File: src/rtl/mshr_pkg.sv
package mshr_pkg;
  typedef enum logic [1:0] {
    MODE_STALL_ON_MISS  = 2'd0,
    MODE_HIT_UNDER_MISS = 2'd1,
    MODE_MISS_UNDER_A   = 2'd2,
    MODE_MISS_UNDER_B   = 2'd3
  } miss_mode_e;
endpackage

File: src/rtl/mshr_entry.sv
module mshr_entry #(
  parameter int LINE_W    = 26,
  parameter int ID_W      = 4,
  parameter int N_TARGETS = 4,
  parameter int CNT_W     = $clog2(N_TARGETS + 1)
) (
  input  logic                             clk_i,
  input  logic                             rst_ni,
  input  logic                             alloc_i,
  input  logic                             merge_i,
  input  logic                             fill_i,
  input  logic                             free_i,
  input  logic [LINE_W-1:0]                line_i,
  input  logic [ID_W-1:0]                  id_i,
  output logic                             valid_o,
  output logic                             filled_o,
  output logic [LINE_W-1:0]                line_o,
  output logic [CNT_W-1:0]                 cnt_o,
  output logic [N_TARGETS-1:0][ID_W-1:0]   tgt_o
);
  logic                           valid_q, filled_q;
  logic [LINE_W-1:0]              line_q;
  logic [CNT_W-1:0]               cnt_q;
  logic [N_TARGETS-1:0][ID_W-1:0] tgt_q;

  always_ff @(posedge clk_i or negedge rst_ni) begin
    if (!rst_ni) begin
      valid_q  <= 1'b0;
      filled_q <= 1'b0;
      line_q   <= '0;
      cnt_q    <= '0;
      tgt_q    <= '0;
    end else if (free_i) begin
      valid_q  <= 1'b0;
      filled_q <= 1'b0;
      cnt_q    <= '0;
    end else begin
      if (alloc_i) begin
        valid_q  <= 1'b1;
        line_q   <= line_i;
        cnt_q    <= CNT_W'(1);
        tgt_q[0] <= id_i;
      end
      if (merge_i) begin
        cnt_q <= cnt_q + CNT_W'(1);
        for (int t = 0; t < N_TARGETS; t++)
          if (CNT_W'(t) == cnt_q) tgt_q[t] <= id_i;
      end
      if (fill_i) filled_q <= 1'b1;
    end
  end

  assign valid_o  = valid_q;
  assign filled_o = filled_q;
  assign line_o   = line_q;
  assign cnt_o    = cnt_q;
  assign tgt_o    = tgt_q;

  // only a free slot is ever allocated
  a_r5_alloc_free_slot: assert property (@(posedge clk_i) disable iff (!rst_ni)
    alloc_i |-> !valid_q);
  // merges only into an open, unfilled entry with room
  a_r4_merge_room: assert property (@(posedge clk_i) disable iff (!rst_ni)
    merge_i |-> (valid_q && !filled_q && cnt_q < CNT_W'(N_TARGETS)));
  a_r4_cnt_bound: assert property (@(posedge clk_i) disable iff (!rst_ni)
    cnt_q <= CNT_W'(N_TARGETS));
  // a fill lands on an open entry once
  a_r8_fill_once: assert property (@(posedge clk_i) disable iff (!rst_ni)
    fill_i |-> (valid_q && !filled_q));
  // freeing closes the slot
  a_r9_free_clears: assert property (@(posedge clk_i) disable iff (!rst_ni)
    free_i |=> !valid_q);
endmodule

File: src/rtl/mshr_lookup.sv
module mshr_lookup #(
  parameter int N_ENTRIES = 4,
  parameter int LINE_W    = 26,
  parameter int N_TARGETS = 4,
  parameter int CNT_W     = $clog2(N_TARGETS + 1),
  parameter int IDX_W     = $clog2(N_ENTRIES)
) (
  input  logic                               clk_i,
  input  logic                               rst_ni,
  input  logic [N_ENTRIES-1:0]               valid_i,
  input  logic [N_ENTRIES-1:0]               filled_i,
  input  logic [N_ENTRIES-1:0][LINE_W-1:0]   lines_i,
  input  logic [N_ENTRIES-1:0][CNT_W-1:0]    cnts_i,
  input  logic [LINE_W-1:0]                  req_line_i,
  output logic                               match_any_o,
  output logic [IDX_W-1:0]                   match_idx_o,
  output logic                               match_blocked_o,
  output logic                               free_any_o,
  output logic [IDX_W-1:0]                   free_idx_o
);
  logic [N_ENTRIES-1:0] match_vec, blocked_vec;

  for (genvar i = 0; i < N_ENTRIES; i++) begin : g_cmp
    assign match_vec[i]   = valid_i[i] && (lines_i[i] == req_line_i);
    assign blocked_vec[i] = filled_i[i] || (cnts_i[i] == CNT_W'(N_TARGETS));
  end

  assign match_any_o     = |match_vec;
  assign match_blocked_o = |(match_vec & blocked_vec);
  assign free_any_o      = ~&valid_i;

  always_comb begin
    match_idx_o = '0;
    free_idx_o  = '0;
    for (int i = N_ENTRIES - 1; i >= 0; i--) begin
      if (match_vec[i]) match_idx_o = IDX_W'(i);
      if (!valid_i[i])  free_idx_o  = IDX_W'(i);
    end
  end

  // a line never owns two open entries
  a_r4_unique_line: assert property (@(posedge clk_i) disable iff (!rst_ni)
    $onehot0(match_vec));
endmodule

File: src/rtl/mshr_order_fifo.sv
module mshr_order_fifo #(
  parameter int DEPTH = 4,
  parameter int W     = 2,
  parameter int PTR_W = (DEPTH > 1) ? $clog2(DEPTH) : 1
) (
  input  logic         clk_i,
  input  logic         rst_ni,
  input  logic         push_i,
  input  logic [W-1:0] data_i,
  input  logic         pop_i,
  output logic         valid_o,
  output logic [W-1:0] data_o
);
  logic [DEPTH-1:0][W-1:0] mem_q;
  logic [PTR_W-1:0]        rd_q, wr_q;
  logic [PTR_W:0]          used_q;

  function automatic logic [PTR_W-1:0] bump(input logic [PTR_W-1:0] p);
    return (p == PTR_W'(DEPTH - 1)) ? '0 : p + PTR_W'(1);
  endfunction

  always_ff @(posedge clk_i or negedge rst_ni) begin
    if (!rst_ni) begin
      mem_q  <= '0;
      rd_q   <= '0;
      wr_q   <= '0;
      used_q <= '0;
    end else begin
      if (push_i) begin
        mem_q[wr_q] <= data_i;
        wr_q        <= bump(wr_q);
      end
      if (pop_i) rd_q <= bump(rd_q);
      used_q <= used_q + (PTR_W+1)'(push_i) - (PTR_W+1)'(pop_i);
    end
  end

  assign valid_o = (used_q != '0);
  assign data_o  = mem_q[rd_q];

  a_r3_no_overflow: assert property (@(posedge clk_i) disable iff (!rst_ni)
    push_i |-> (used_q < (PTR_W+1)'(DEPTH) || pop_i));
  a_r3_no_underflow: assert property (@(posedge clk_i) disable iff (!rst_ni)
    pop_i |-> valid_o);
endmodule

File: src/rtl/mshr_file.sv
module mshr_file
  import mshr_pkg::*;
#(
  parameter int N_ENTRIES = 4,
  parameter int N_TARGETS = 4,
  parameter int LINE_W    = 26,
  parameter int ID_W      = 4,
  localparam int IDX_W    = (N_ENTRIES > 1) ? $clog2(N_ENTRIES) : 1,
  localparam int CNT_W    = $clog2(N_TARGETS + 1),
  localparam int PTR_W    = (N_TARGETS > 1) ? $clog2(N_TARGETS) : 1
) (
  input  logic              clk_i,
  input  logic              rst_ni,
  input  logic [1:0]        mode_i,
  input  logic              req_valid_i,
  input  logic              req_hit_i,
  input  logic [LINE_W-1:0] req_line_i,
  input  logic [ID_W-1:0]   req_id_i,
  output logic              stall_o,
  output logic              mem_req_valid_o,
  input  logic              mem_req_ready_i,
  output logic [LINE_W-1:0] mem_req_line_o,
  output logic [IDX_W-1:0]  mem_req_tid_o,
  input  logic              fill_valid_i,
  input  logic [IDX_W-1:0]  fill_tid_i,
  output logic              fill_ready_o,
  output logic              wake_valid_o,
  output logic [ID_W-1:0]   wake_id_o
);
  logic [N_ENTRIES-1:0]                           e_valid, e_filled;
  logic [N_ENTRIES-1:0][LINE_W-1:0]               e_line;
  logic [N_ENTRIES-1:0][CNT_W-1:0]                e_cnt;
  logic [N_ENTRIES-1:0][N_TARGETS-1:0][ID_W-1:0]  e_tgt;

  logic             match_any, match_blocked, free_any;
  logic [IDX_W-1:0] match_idx, free_idx, head_idx;
  logic             req_miss, any_busy, accept_miss, do_merge, do_alloc;
  logic             fill_acc, drain_last, issue;
  logic             drain_active;
  logic [IDX_W-1:0] drain_idx;
  logic [PTR_W-1:0] drain_ptr;
  miss_mode_e       mode;

  assign mode     = miss_mode_e'(mode_i);
  assign req_miss = req_valid_i && !req_hit_i;
  assign any_busy = |e_valid;

  mshr_lookup #(
    .N_ENTRIES(N_ENTRIES), .LINE_W(LINE_W), .N_TARGETS(N_TARGETS),
    .CNT_W(CNT_W), .IDX_W(IDX_W)
  ) u_lookup (
    .clk_i, .rst_ni,
    .valid_i(e_valid), .filled_i(e_filled), .lines_i(e_line), .cnts_i(e_cnt),
    .req_line_i,
    .match_any_o(match_any), .match_idx_o(match_idx),
    .match_blocked_o(match_blocked),
    .free_any_o(free_any), .free_idx_o(free_idx)
  );

  always_comb begin
    unique case (mode)
      MODE_STALL_ON_MISS:  stall_o = req_valid_i && any_busy;
      MODE_HIT_UNDER_MISS: stall_o = req_miss && any_busy;
      default:             stall_o = req_miss && (match_any ? match_blocked : !free_any);
    endcase
  end

  assign accept_miss = req_miss && !stall_o;
  assign do_merge    = accept_miss && match_any;
  assign do_alloc    = accept_miss && !match_any;

  assign fill_ready_o = !drain_active;
  assign fill_acc     = fill_valid_i && !drain_active;
  assign drain_last   = drain_active &&
                        ((CNT_W'(drain_ptr) + CNT_W'(1)) == e_cnt[drain_idx]);

  for (genvar i = 0; i < N_ENTRIES; i++) begin : g_entry
    mshr_entry #(
      .LINE_W(LINE_W), .ID_W(ID_W), .N_TARGETS(N_TARGETS), .CNT_W(CNT_W)
    ) u_entry (
      .clk_i, .rst_ni,
      .alloc_i (do_alloc && free_idx == IDX_W'(i)),
      .merge_i (do_merge && match_idx == IDX_W'(i)),
      .fill_i  (fill_acc && fill_tid_i == IDX_W'(i)),
      .free_i  (drain_last && drain_idx == IDX_W'(i)),
      .line_i  (req_line_i),
      .id_i    (req_id_i),
      .valid_o (e_valid[i]),
      .filled_o(e_filled[i]),
      .line_o  (e_line[i]),
      .cnt_o   (e_cnt[i]),
      .tgt_o   (e_tgt[i])
    );
  end

  assign issue = mem_req_valid_o && mem_req_ready_i;

  mshr_order_fifo #(.DEPTH(N_ENTRIES), .W(IDX_W)) u_order (
    .clk_i, .rst_ni,
    .push_i(do_alloc), .data_i(free_idx),
    .pop_i(issue), .valid_o(mem_req_valid_o), .data_o(head_idx)
  );

  assign mem_req_tid_o  = head_idx;
  assign mem_req_line_o = e_line[head_idx];

  always_ff @(posedge clk_i or negedge rst_ni) begin
    if (!rst_ni) begin
      drain_active <= 1'b0;
      drain_idx    <= '0;
      drain_ptr    <= '0;
    end else if (fill_acc) begin
      drain_active <= 1'b1;
      drain_idx    <= fill_tid_i;
      drain_ptr    <= '0;
    end else if (drain_active) begin
      if (drain_last) drain_active <= 1'b0;
      else            drain_ptr    <= drain_ptr + PTR_W'(1);
    end
  end

  assign wake_valid_o = drain_active;
  always_comb begin
    wake_id_o = '0;
    for (int t = 0; t < N_TARGETS; t++)
      if (PTR_W'(t) == drain_ptr) wake_id_o = e_tgt[drain_idx][t];
  end

  // an allocation is offered to memory the next cycle
  a_r2_alloc_issues: assert property (@(posedge clk_i) disable iff (!rst_ni)
    do_alloc |=> mem_req_valid_o);
  // a fill must name an open entry that has not yet been filled
  a_r8_fill_target: assert property (@(posedge clk_i) disable iff (!rst_ni)
    fill_acc |-> (e_valid[fill_tid_i] && !e_filled[fill_tid_i]));
  // wake-ups come only from a filled entry
  a_r8_wake_from_filled: assert property (@(posedge clk_i) disable iff (!rst_ni)
    wake_valid_o |-> (e_valid[drain_idx] && e_filled[drain_idx]));
  // the offered request is for an open entry not yet filled
  a_r3_head_open: assert property (@(posedge clk_i) disable iff (!rst_ni)
    mem_req_valid_o |-> (e_valid[head_idx] && !e_filled[head_idx]));
endmodule

File: config.mk
export PLATFORM = sky130hd
export DESIGN_NAME = mshr_file
export DESIGN_NICKNAME = d
export VERILOG_FILES = /design/src/rtl/mshr_pkg.sv /design/src/rtl/mshr_entry.sv /design/src/rtl/mshr_lookup.sv /design/src/rtl/mshr_order_fifo.sv /design/src/rtl/mshr_file.sv
export SDC_FILE = /design/constraint.sdc
export NUM_CORES = 1
export LEC_CHECK = 0
export ABC_AREA = 1
export ABC_CLOCK_PERIOD_IN_PS = 3700
export BUFFER_PORTS_ARGS = -buffer_cell sky130_fd_sc_hd__clkbuf_2
export CAP_MARGIN = 20
export CORE_MARGIN = 2
export CORE_UTILIZATION = 45
export CTS_BUF_LIST = sky130_fd_sc_hd__clkbuf_4 sky130_fd_sc_hd__clkbuf_8
export CTS_CLUSTER_DIAMETER = 100
export DETAILED_ROUTE_END_ITERATION = 8
export PLACE_DENSITY = 0.69
export SYNTH_ARGS = -nofsm -noshare
export SYNTH_HDL_FRONTEND = slang
export SYNTH_HIERARCHICAL = 1
export SYNTH_SLANG_ARGS = --single-unit
File: constraint.sdc
create_clock -name clk_i -period 3.7 [get_ports clk_i]
set_input_delay 1.11 -clock clk_i [delete_from_list [all_inputs] [get_ports clk_i]]
set_output_delay 1.11 -clock clk_i [all_outputs]
set_load 0.005 [all_outputs]
# Word-level counts from Yosys, hierarchy flattened
# Cells that the tools add are included.
# Widths: inputs -> output; s select.
[totals]
reg_bits = 208
inputBits = 40
output_inout_bits = 36
wordCells = 259
[op_classes]
addsub = 10
n_lt_le_gt_ge = 5
eq_ne = 40
muxes = 73
bitwise_logic = 5
reduce_logical = 84
[op_table]
columns = ["cell", "count"]
rows = [
  ["$eq 26x26->1", 4],
  ["$mux 4", 16],
  ["$bmux 26 s2", 1],
  ["$mux 3", 13],
  ["$reduce_and 3->1", 12],
  ["$bmux 16 s2", 1],
  ["$logic_and 1x1->1", 31],
  ["$mux 2", 15],
  ["$mux 26", 1],
  ["$eq 2x3->1 const A", 8],
  ["$eq 2x2->1 const B", 10],
  ["$mux 1", 20],
  ["$reduce_bool 2->1", 9],
  ["$mux 16", 1],
  ["$reduce_bool 3->1", 5],
  ["$add 3x1->3 const B", 4],
  ["$eq 1x3->1 const A", 4],
  ["$eq 3x3->1 const B", 4],
  ["$logic_not 2->1", 6],
  ["$logic_not 3->1", 4],
  ["$lt 2x3->1 const B", 4],
  ["$reduce_or 4->1", 3],
  ["$eq 2x1->1 const B", 5],
  ["$reduce_and 2->1", 5],
  ["19 further kinds", 31],
]

# Logic depth before layout (Yosys ltp)
# Gate-level depths: netlist of run 1.
[depth]
depth_word = 14
ltp_mapped = 24
ltp_nobuf = 23

# Modules after synthesis
# Netlist of run 1, hierarchy kept.
[modules_own_cells]
columns = ["mod", "instances", "cells_per_inst", "area_per_inst_um2", "seq_area_each_um2"]
rows = [
  ["mshr_entry", 4, 215, 1964.4, 1176.1],
  ["mshr_lookup", 1, 523, 2128.3, 0.0],
  ["mshr_file", 1, 356, 1864.3, 125.1],
  ["mshr_order_fifo", 1, 94, 778.2, 375.4],
]

# Worst setup path before layout of run 1
# No wires, ideal clock.
[synth_timing]
kind = "input to register"
from = "input req_line_i[22]"
to = "register g_entry[0].u_entry.tgt_q, in the netlist g_entry[0].u_entry/tgt_o[0]"
setup_time_ns = 0.116
t_arrival_ns = 3.422
required_ns = 3.584
slack_ns = 0.161
cell_stages = 19
n_path_buf = 3
cell_sequence = "buf_2 -> xnor2_1 -> nand2_1 -> nor2_1 -> nand3_1 -> nor2_2 -> nor2_1 -> nand3b_1 -> o211ai_1 -> o211ai_1 -> nand2_1 -> nor2_1 -> inv_1 -> nor3_1 -> buf_2 -> nand2_4 -> buf_2 -> nand3_1 -> nand2_1"
[synth_via]
elab_cells_between_ends = 29
classes_between = "eq/ne (4); mux (9); bitwise (1); reduce/logical (15)"
[synth_rtl]
columns = ["element", "line", "source"]
rows = [
  ["from (decl)", "mshr_file.sv:17", "input logic [LINE_W-1:0] req_line_i,"],
  ["$eq 26x26->1", "mshr_lookup.sv:24", "assign match_vec[i] = valid_i[i] && (lines_i[i] == req_line_i);"],
  ["$logic_and 1x1->1", "mshr_lookup.sv:24", ""],
  ["$reduce_or 4->1 *", "mshr_lookup.sv:28", "assign match_any_o = |match_vec;"],
  ["named net match_any", "mshr_file.sv:35", "logic match_any, match_blocked, free_any;"],
  ["$mux 1", "mshr_file.sv:64", "default: stall_o = req_miss && (match_any ? match_blocked : !free_any);"],
  ["$logic_and 1x1->1", "mshr_file.sv:64", ""],
  ["$pmux 1 s2", "mshr_file.sv:61", "unique case (mode)"],
  ["$logic_not 1->1", "mshr_file.sv:68", "assign accept_miss = req_miss && !stall_o;"],
  ["$logic_and 1x1->1", "mshr_file.sv:68", ""],
  ["$logic_and 1x1->1 *", "mshr_file.sv:70", "assign do_alloc = accept_miss && !match_any;"],
  ["named net do_alloc", "mshr_file.sv:37", "logic req_miss, any_busy, accept_miss, do_merge, do_alloc;"],
  ["$logic_and 1x1->1 *", "mshr_file.sv:82", ".alloc_i (do_alloc && free_idx == IDX_W'(i)),"],
  ["$mux 4 *", "mshr_entry.sv:38", "if (alloc_i) begin"],
  ["$mux 4", "mshr_entry.sv:47", "if (CNT_W'(t) == cnt_q) tgt_q[t] <= id_i;"],
  ["$mux 4 *", "mshr_entry.sv:44", "if (merge_i) begin"],
  ["to (signal, indexed assignment)", "mshr_entry.sv:47", ""],
  ["to (decl)", "mshr_entry.sv:24", "logic [N_TARGETS-1:0][ID_W-1:0] tgt_q;"],
]
# Mark *: on every way through the listed nets, which the timed path passes. The rest lies on a longest branch.
# A chain may end at the register's enable or synchronous reset.

# Final worst setup path of run 1
[layout_timing]
from = "input req_line_i[21]"
to = "output stall_o"
[layout_via]
elab_cells_between_ends = 14
classes_between = "eq/ne (4); mux (2); bitwise (1); reduce/logical (7)"
[layout_rtl]
columns = ["element", "line", "source"]
rows = [
  ["$eq 26x26->1", "mshr_lookup.sv:24", ""],
  ["$logic_and 1x1->1", "mshr_lookup.sv:24", ""],
  ["$reduce_or 4->1 *", "mshr_lookup.sv:28", ""],
  ["named net match_any", "mshr_file.sv:35", ""],
  ["$mux 1 *", "mshr_file.sv:64", ""],
  ["$logic_and 1x1->1 *", "mshr_file.sv:64", ""],
  ["$pmux 1 s2 *", "mshr_file.sv:61", ""],
  ["to (decl)", "mshr_file.sv:19", "output logic stall_o,"],
]
# Marked as above.

==> impl_metrics.json, run 1 <==
{
  "outcome": "finished with violations",
  "violations": "negative setup slack",
  "yosysTopAreaCell": "dfrtp_1",
  "skew_ns": 0.02823,
  "ys_types": 37,
  "finalMaxSlewViolations": 0,
  "p_comb_share_pct": 30.9,
  "power_uw": 6947,
  "synth_nets": 1905,
  "p_int_uw": 4465,
  "syn_area_um2": 12630,
  "antenna_found_initial": 0,
  "rows": 61,
  "critPathRequiredTime_ns": 2.59,
  "clockBufferDepth": 3,
  "seqPwrFrac_pct": 35.5,
  "async_flop_share_pct": 100.0,
  "avgSynthCellArea_um2": 6.889,
  "grt_pass1_vias": 12430,
  "rsz0062_at_grt": "yes",
  "synth_top_area_share_pct": 41.22,
  "layout-drive-gt1-share_pct": 22.59,
  "grtUsageTotal_pct": 28.78,
  "nets": 2085,
  "syn_to_final_growth_pct": 26.25,
  "io_pins": 76,
  "ys_warn_count": 6,
  "maxSlewHeadroom_pct": 36.92,
  "cts_tree": "built",
  "drt-total-wl_um": 43490,
  "initial_core_util_pct": 45.58,
  "path_clk_slew_ns": 0.06,
  "grt_max_degree": 75,
  "ys_seq_area_share_pct": 41.22,
  "power_density_nw_per_um2": 435.7,
  "wl_per_cell_um": 17.98,
  "finalHoldViolCount": 0,
  "yosys.area_share.adder_pct": 3.230,
  "dp_hpwl_um": 29410,
  "fin_ws_ns": -0.2046,
  "synth_flop_cell": "dfrtp_1",
  "grt_pass1_wl_um": 65690,
  "synth_xor_area_share_pct": 1.040,
  "switching_power_uw": 2482,
  "worst_pin_slew_ns": 0.9390,
  "synth_compound_area_share_pct": 6.985,
  "final_common_cell": "nand2_1",
  "max_cap_viol_count": 0,
  "clock_sinks": 208,
  "drtIter0Drc": 1212,
  "hp-class": "flop to flop",
  "worstSetupPathType": "primary input to primary output",
  "via_per_inst": 5.420,
  "numCtsBuffers": 38,
  "endpoint_kind": "primary output",
  "synth-seq-cells": 208,
  "setup_viol": 1,
  "die_area_um2": 29420,
  "min_period_ns": 3.905,
  "fin_tns_setup_ns": -0.2046,
  "sw_frac_of_total_pct": 35.73,
  "final_area_um2": 15940,
  "synth-simple-area-share_pct": 38.86,
  "core_um2": 27710,
  "clk_latency_ns": 0.55,
  "synth_top_family_by_area": "simple AND/OR/NAND/NOR gates",
  "vias": 13110,
  "whs_ns": 0.4727,
  "startpoint_type": "primary input",
  "nFillCells": 2565,
  "final_cell_mix": "nand2_1 (718), dfrtp_1 (207), nand3_1 (160)",
  "grt_overflow": 0,
  "gp_congestion": 0.9835,
  "cp.arrival_ns": 2.79,
  "vdd.ir_drop.worst_mv": 0.2972,
  "pwr-share-clk_pct": 33.6,
  "io_buffer_count": 75,
  "synthMuxAreaShare_pct": 0,
  "cts_root_buffer": "clkbuf_8",
  "dpl_cell_area_um2": 14080,
  "max_clock_freq_mhz": 256.1,
  "die_y_um": 171.5,
  "antennaDiodeCount": 0,
  "crit_fanout": 4,
  "drcViolationCount": 0,
  "synth_area_leaders": "dfrtp_1 (41%), nand2_1 (23%), nand3_1 (6.6%)",
  "fin_crit_sh_pct": 105.5,
  "netlist_instances": 1833,
  "htree_levels": 2,
  "die_w_um": 171.5,
  "leakage_uw": 0.008408,
  "postCtsHoldBufs": 0,
  "postRouteAntennaNets": 0,
  "synth-edff-count": 0,
  "first_pass_iters": 5
}
[worst max-delay path, stage by stage]
cell and delay [ns]:
buf_8 0.08, buf_6 0.11, inv_4 0.04, nand2_2 0.05, nand2_2 0.06, nor2_1 0.11, nand2_1 0.07, nor2_2 0.17
nand2_2 0.10, nor2_4 0.12, nor2_4 0.05, nand3b_1 0.13, nand2_1 0.08, o211ai_1 0.09, o211ai_1 0.14, inv_1 0.12
buf_2 0.12
[per-layer routing]
layer  GRT usage, %  share of wire, %  vias to the layer above
met3          5.062               7.7                      161
met2          47.60                47                      641
met5              0                 0                        -
met4          15.73               5.7                        0
met1          35.75                40                     6151
li1               -                 -                     6159
[sequential cells by signal (all words and copies together), names as in the netlist, 2 cells and up]
signal / flops
g_entry.u_entry/tgt_o: 64
u_order/wr_q: 2
drain_ptr: 2
g_entry.u_entry/line_o: 104
g_entry.u_entry/cnt_o: 12
g_entry.u_entry/filled_o: 4
g_entry.u_entry/valid_o: 4
u_order/used_q: 3
u_order/rd_q: 2
u_order/mem_q: 8
drain_idx: 2
[Yosys cell counts, types with 7 or more instances]
master      n
nand2_2    11
a21oi_1    18
nor2_1    138
nand3_1   166
nand2_4     8
inv_1     159
o21ai_1    16
ha_1       31
nor3_1     10
o22ai_1    30
dfrtp_1   208
nand2_1   766
nand4_1    41
nor2_4      8
buf_6       7
buf_2      42
inv_2      34
o21ai_0    66
a22oi_1    16
xnor2_1    11
clkbuf_1   13
[logic make-up (layout without fill, tap and decap cells)]
family,Yosys count,after routing
AO/OA/AOI/OAI,156,156
XOR/XNOR,15,15
AND/OR/NAND/NOR,1162,1162
adder cells (fa/ha/maj),32,32
buffers and inverters,260,468
flip-flops,208,208
[final timing paths]
kind | start | endpoint | slack (ns) | cells past startpoint
setup / recovery | req_line_i[21] | stall_o | -0.20 | 17
hold / removal | g_entry[3].u_entry/tgt_o[14] | g_entry[3].u_entry/tgt_o[14] | 0.47 | 2
setup reg to reg | g_entry[2].u_entry/valid_o | u_order/used_q[2] | 0.26 | 22
hold reg to reg | g_entry[3].u_entry/tgt_o[14] | g_entry[3].u_entry/tgt_o[14] | 0.47 | 2
max in group asynchronous | rst_ni | drain_idx[0] | 2.32 | 2
min in group asynchronous | rst_ni | g_entry[3].u_entry/tgt_o[15] | 0.58 | 1
[power by group through the flow]
| stage | clock network, uW | registers (uW) | logic, uW |
|---|---|---|---|
| global route | 2480 | 2470 | 2350 |
| global placement | 0 | 2500 | 1980 |
| detailed placement | 0 | 2500 | 2010 |
| finish | 2330 | 2460 | 2150 |
| CTS | 2380 | 2460 | 2060 |
| floorplan | 0 | 2470 | 1070 |
[what timing repair did]
item | in CTS | in global routing
resized for setup | 59 | 174
pin swaps | 23 | 73
setup buffers | 19 | 10
setup endpoints to repair | 1 | 197
gates cloned | 0 | 4
[layout make-up]
cell class                 instances  area, um^2  area share [%]
multi-input combinational       1365        6889           43.21
sequential                       208        5206           32.66
timing repair buffer             206        1821           11.42
clock buffer                      59       749.5           4.701
inverter                         194       743.2           4.662
tap                              378       473.0           2.967
clock inverter                     9       61.31          0.3846
[through the flow]
stage          worst slack [ns]  cells  utilization, %
6_report                -0.2046   2419           57.54
5_1_grt                 -0.2649   2419           57.54
4_1_cts                 -0.1943   2409           55.13
3_5_place_dp            -0.5006   2322           50.81
3_3_place_gp            -0.3978   2322           50.81
2_1_floorplan            0.1612   1833               -
Note: power is estimated with default switching activity, not from simulation.
==> run 2: changes to the inputs <==
--- a/config.mk
+++ b/config.mk
@@ -10,11 +10,11 @@
 export BUFFER_PORTS_ARGS = -buffer_cell sky130_fd_sc_hd__clkbuf_2
 export CAP_MARGIN = 20
 export CORE_MARGIN = 2
-export CORE_UTILIZATION = 45
+export CORE_UTILIZATION = 48
 export CTS_BUF_LIST = sky130_fd_sc_hd__clkbuf_4 sky130_fd_sc_hd__clkbuf_8
 export CTS_CLUSTER_DIAMETER = 100
 export DETAILED_ROUTE_END_ITERATION = 8
-export PLACE_DENSITY = 0.69
+export PLACE_DENSITY = 0.72
 export SYNTH_ARGS = -nofsm -noshare
 export SYNTH_HDL_FRONTEND = slang
 export SYNTH_HIERARCHICAL = 1
==> run 2 against run 1 <==
Effect of this change: the run still ends with negative setup slack left; die area is 6.1% lower; clock power is 3% higher; clock-buffer cell count is 1 higher; global-route usage is 1.9 points higher; power is 0.95% higher; via count is 0.73% lower; sequential share of layout area is 0.64 points higher; maximum frequency is 0.54% lower; critical path depth is 2 lower; final cell count is 2.4% lower; routed wire length is 0.11% higher; critical endpoint unchanged; largest power group unchanged; highest routed layer unchanged.
==> impl_metrics.json, run 2 (synthesized netlist as in run 1, its figures left out) <==
{
  "rows": 59,
  "endpoint_kind": "primary output",
  "cts_root_buffer": "clkbuf_8",
  "critPathRequiredTime_ns": 2.59,
  "wl_per_cell_um": 18.44,
  "fin_crit_sh_pct": 106.1,
  "io_pins": 76,
  "numCtsBuffers": 39,
  "leakage_uw": 0.008336,
  "htree_levels": 2,
  "max_cap_viol_count": 0,
  "drt-total-wl_um": 43540,
  "max_clock_freq_mhz": 254.7,
  "die_y_um": 166.2,
  "multi_input_area_um2": 6738,
  "die_w_um": 166.2,
  "postRouteAntennaNets": 0,
  "antenna_found_initial": 0,
  "core_um2": 25910,
  "critPathSlowestCell": "nor2_2",
  "postCtsHoldBufs": 0,
  "grt_overflow": 0,
  "hp-start": "g_entry[2].u_entry/tgt_o[14]",
  "dpl_cell_area_um2": 13980,
  "worst_pin_slew_ns": 0.7854,
  "maxSlewHeadroom_pct": 47.24,
  "clock_sinks": 208,
  "layout-drive-gt1-share_pct": 20.93,
  "register_area_um2": 5206,
  "cp-startpoint": "req_line_i[20]",
  "skew_ns": 0.02945,
  "grt_max_degree": 79,
  "dp_hpwl_um": 29450,
  "first_pass_iters": 5,
  "grtUsageTotal_pct": 30.72,
  "clockBufferDepth": 3,
  "power_density_nw_per_um2": 448.5,
  "syn_to_final_growth_pct": 23.83,
  "final_area_um2": 15640,
  "nets": 2074,
  "startpoint_type": "primary input",
  "vdd.ir_drop.worst_mv": 0.3500,
  "fin_tns_setup_ns": -0.2629,
  "cp.arrival_ns": 2.82,
  "r2r-start": "g_entry[3].u_entry/valid_o",
  "drcViolationCount": 0,
  "nFillCells": 2340,
  "cts_tree": "built",
  "final_cell_mix": "nand2_1 (734), dfrtp_1 (207), nand3_1 (157)",
  "initial_core_util_pct": 48.74,
  "grt_pass1_wl_um": 67080,
  "clk_latency_ns": 0.55,
  "placed_cells": 2270,
  "gp_congestion": 1.011,
  "antennaDiodeCount": 0,
  "cp_common_cell": "nand2_1",
  "rsz0062_at_grt": "yes",
  "power_uw": 7013,
  "vias": 13020,
  "grt_pass1_vias": 12510,
  "io_buffer_count": 75,
  "drtIter0Drc": 1308,
  "worstSetupPathType": "primary input to primary output",
  "min_period_ns": 3.926,
  "outcome": "finished with violations",
  "final_common_cell": "nand2_1",
  "largest_register_ffs": 104,
  "die_area_um2": 27620,
  "crit_fanout": 6,
  "finalHoldViolCount": 0,
  "setup_viol": 4,
  "fin_ws_ns": -0.2259,
  "path_clk_slew_ns": 0.05,
  "utilization_pct": 60.35,
  "layout.cells.non_filler": 2361,
  "cp_cell_sequence": "clkbuf_8 > inv_2 > nand2_1 > nand2_1 > nand2_1 > nor2_2 > nand3_2 > nor2_2 > nor2_2 > nand3b_1 > nand2_1 > o211ai_1 > o211ai_1 > inv_1 > clkbuf_2",
  "hp-class": "flop to flop",
  "finalMaxSlewViolations": 0,
  "violations": "negative setup slack",
  "via_per_inst": 5.513,
  "max_stage_delay_ns": 0.17
}
run 2: metrics by stage:
| step | hold WS [ns] | setup slack (ns) |
|---|---|---|
| finish | 0.4722 | -0.2259 |
| global route | 0.4951 | -0.2825 |
| CTS | 0.4745 | -0.1572 |
| detailed placement | 0.4612 | -0.4480 |
| global placement | 0.4539 | -0.4693 |
| floorplan | 0.4422 | 0.1612 |
run 2: critical path, delay by kind of cell:
family	cells	cell delay (ns)
buf+inv	4	0.47
simple gates	9	1.01
compound gates	2	0.22
run 2: final timing paths:
check / to / slack, ns / cells past startpoint
max in group asynchronous: g_entry[2].u_entry/line_o[15] / 2.28 / 2
setup / recovery: stall_o / -0.23 / 15
min in group asynchronous: g_entry[3].u_entry/tgt_o[11] / 0.63 / 1
hold / removal: g_entry[2].u_entry/tgt_o[14] / 0.47 / 2
hold reg to reg: g_entry[2].u_entry/tgt_o[14] / 0.47 / 2
setup reg to reg: g_entry[2].u_entry/tgt_o[6] / 0.27 / 24
run 2: power breakdown:
part	total [uW]	internal, uW	switching [uW]
Combinational	2150	778	1380
Sequential	2470	2370	97.5
Clock	2390	1380	1010
Total	7010	4530	2480
run 2: area by class of cell:
type	count	share of cell area, %
clock buffers	60	4.921
flip-flops and latches	208	33.29
well taps	335	2.680
repair buffers	194	11.01
inverters	194	4.673
clock inverters	5	0.3361
multi-input cells	1365	43.09
run 2: repair_timing:
item / CTS / global route
cloned: 0 / 1
buffers inserted: 19 / 9
hold endpoints to repair: 0 / 0
resized for setup: 82 / 86
endpoints found under the setup margin: 1 / 192
pin swaps: 30 / 48
run 2: layer usage:
layer  part of all wire, %  track usage, %
met4                   6.1           17.92
met1                    39           37.35
met2                    47           51.51
met5                     0               0
met3                   8.2           5.291
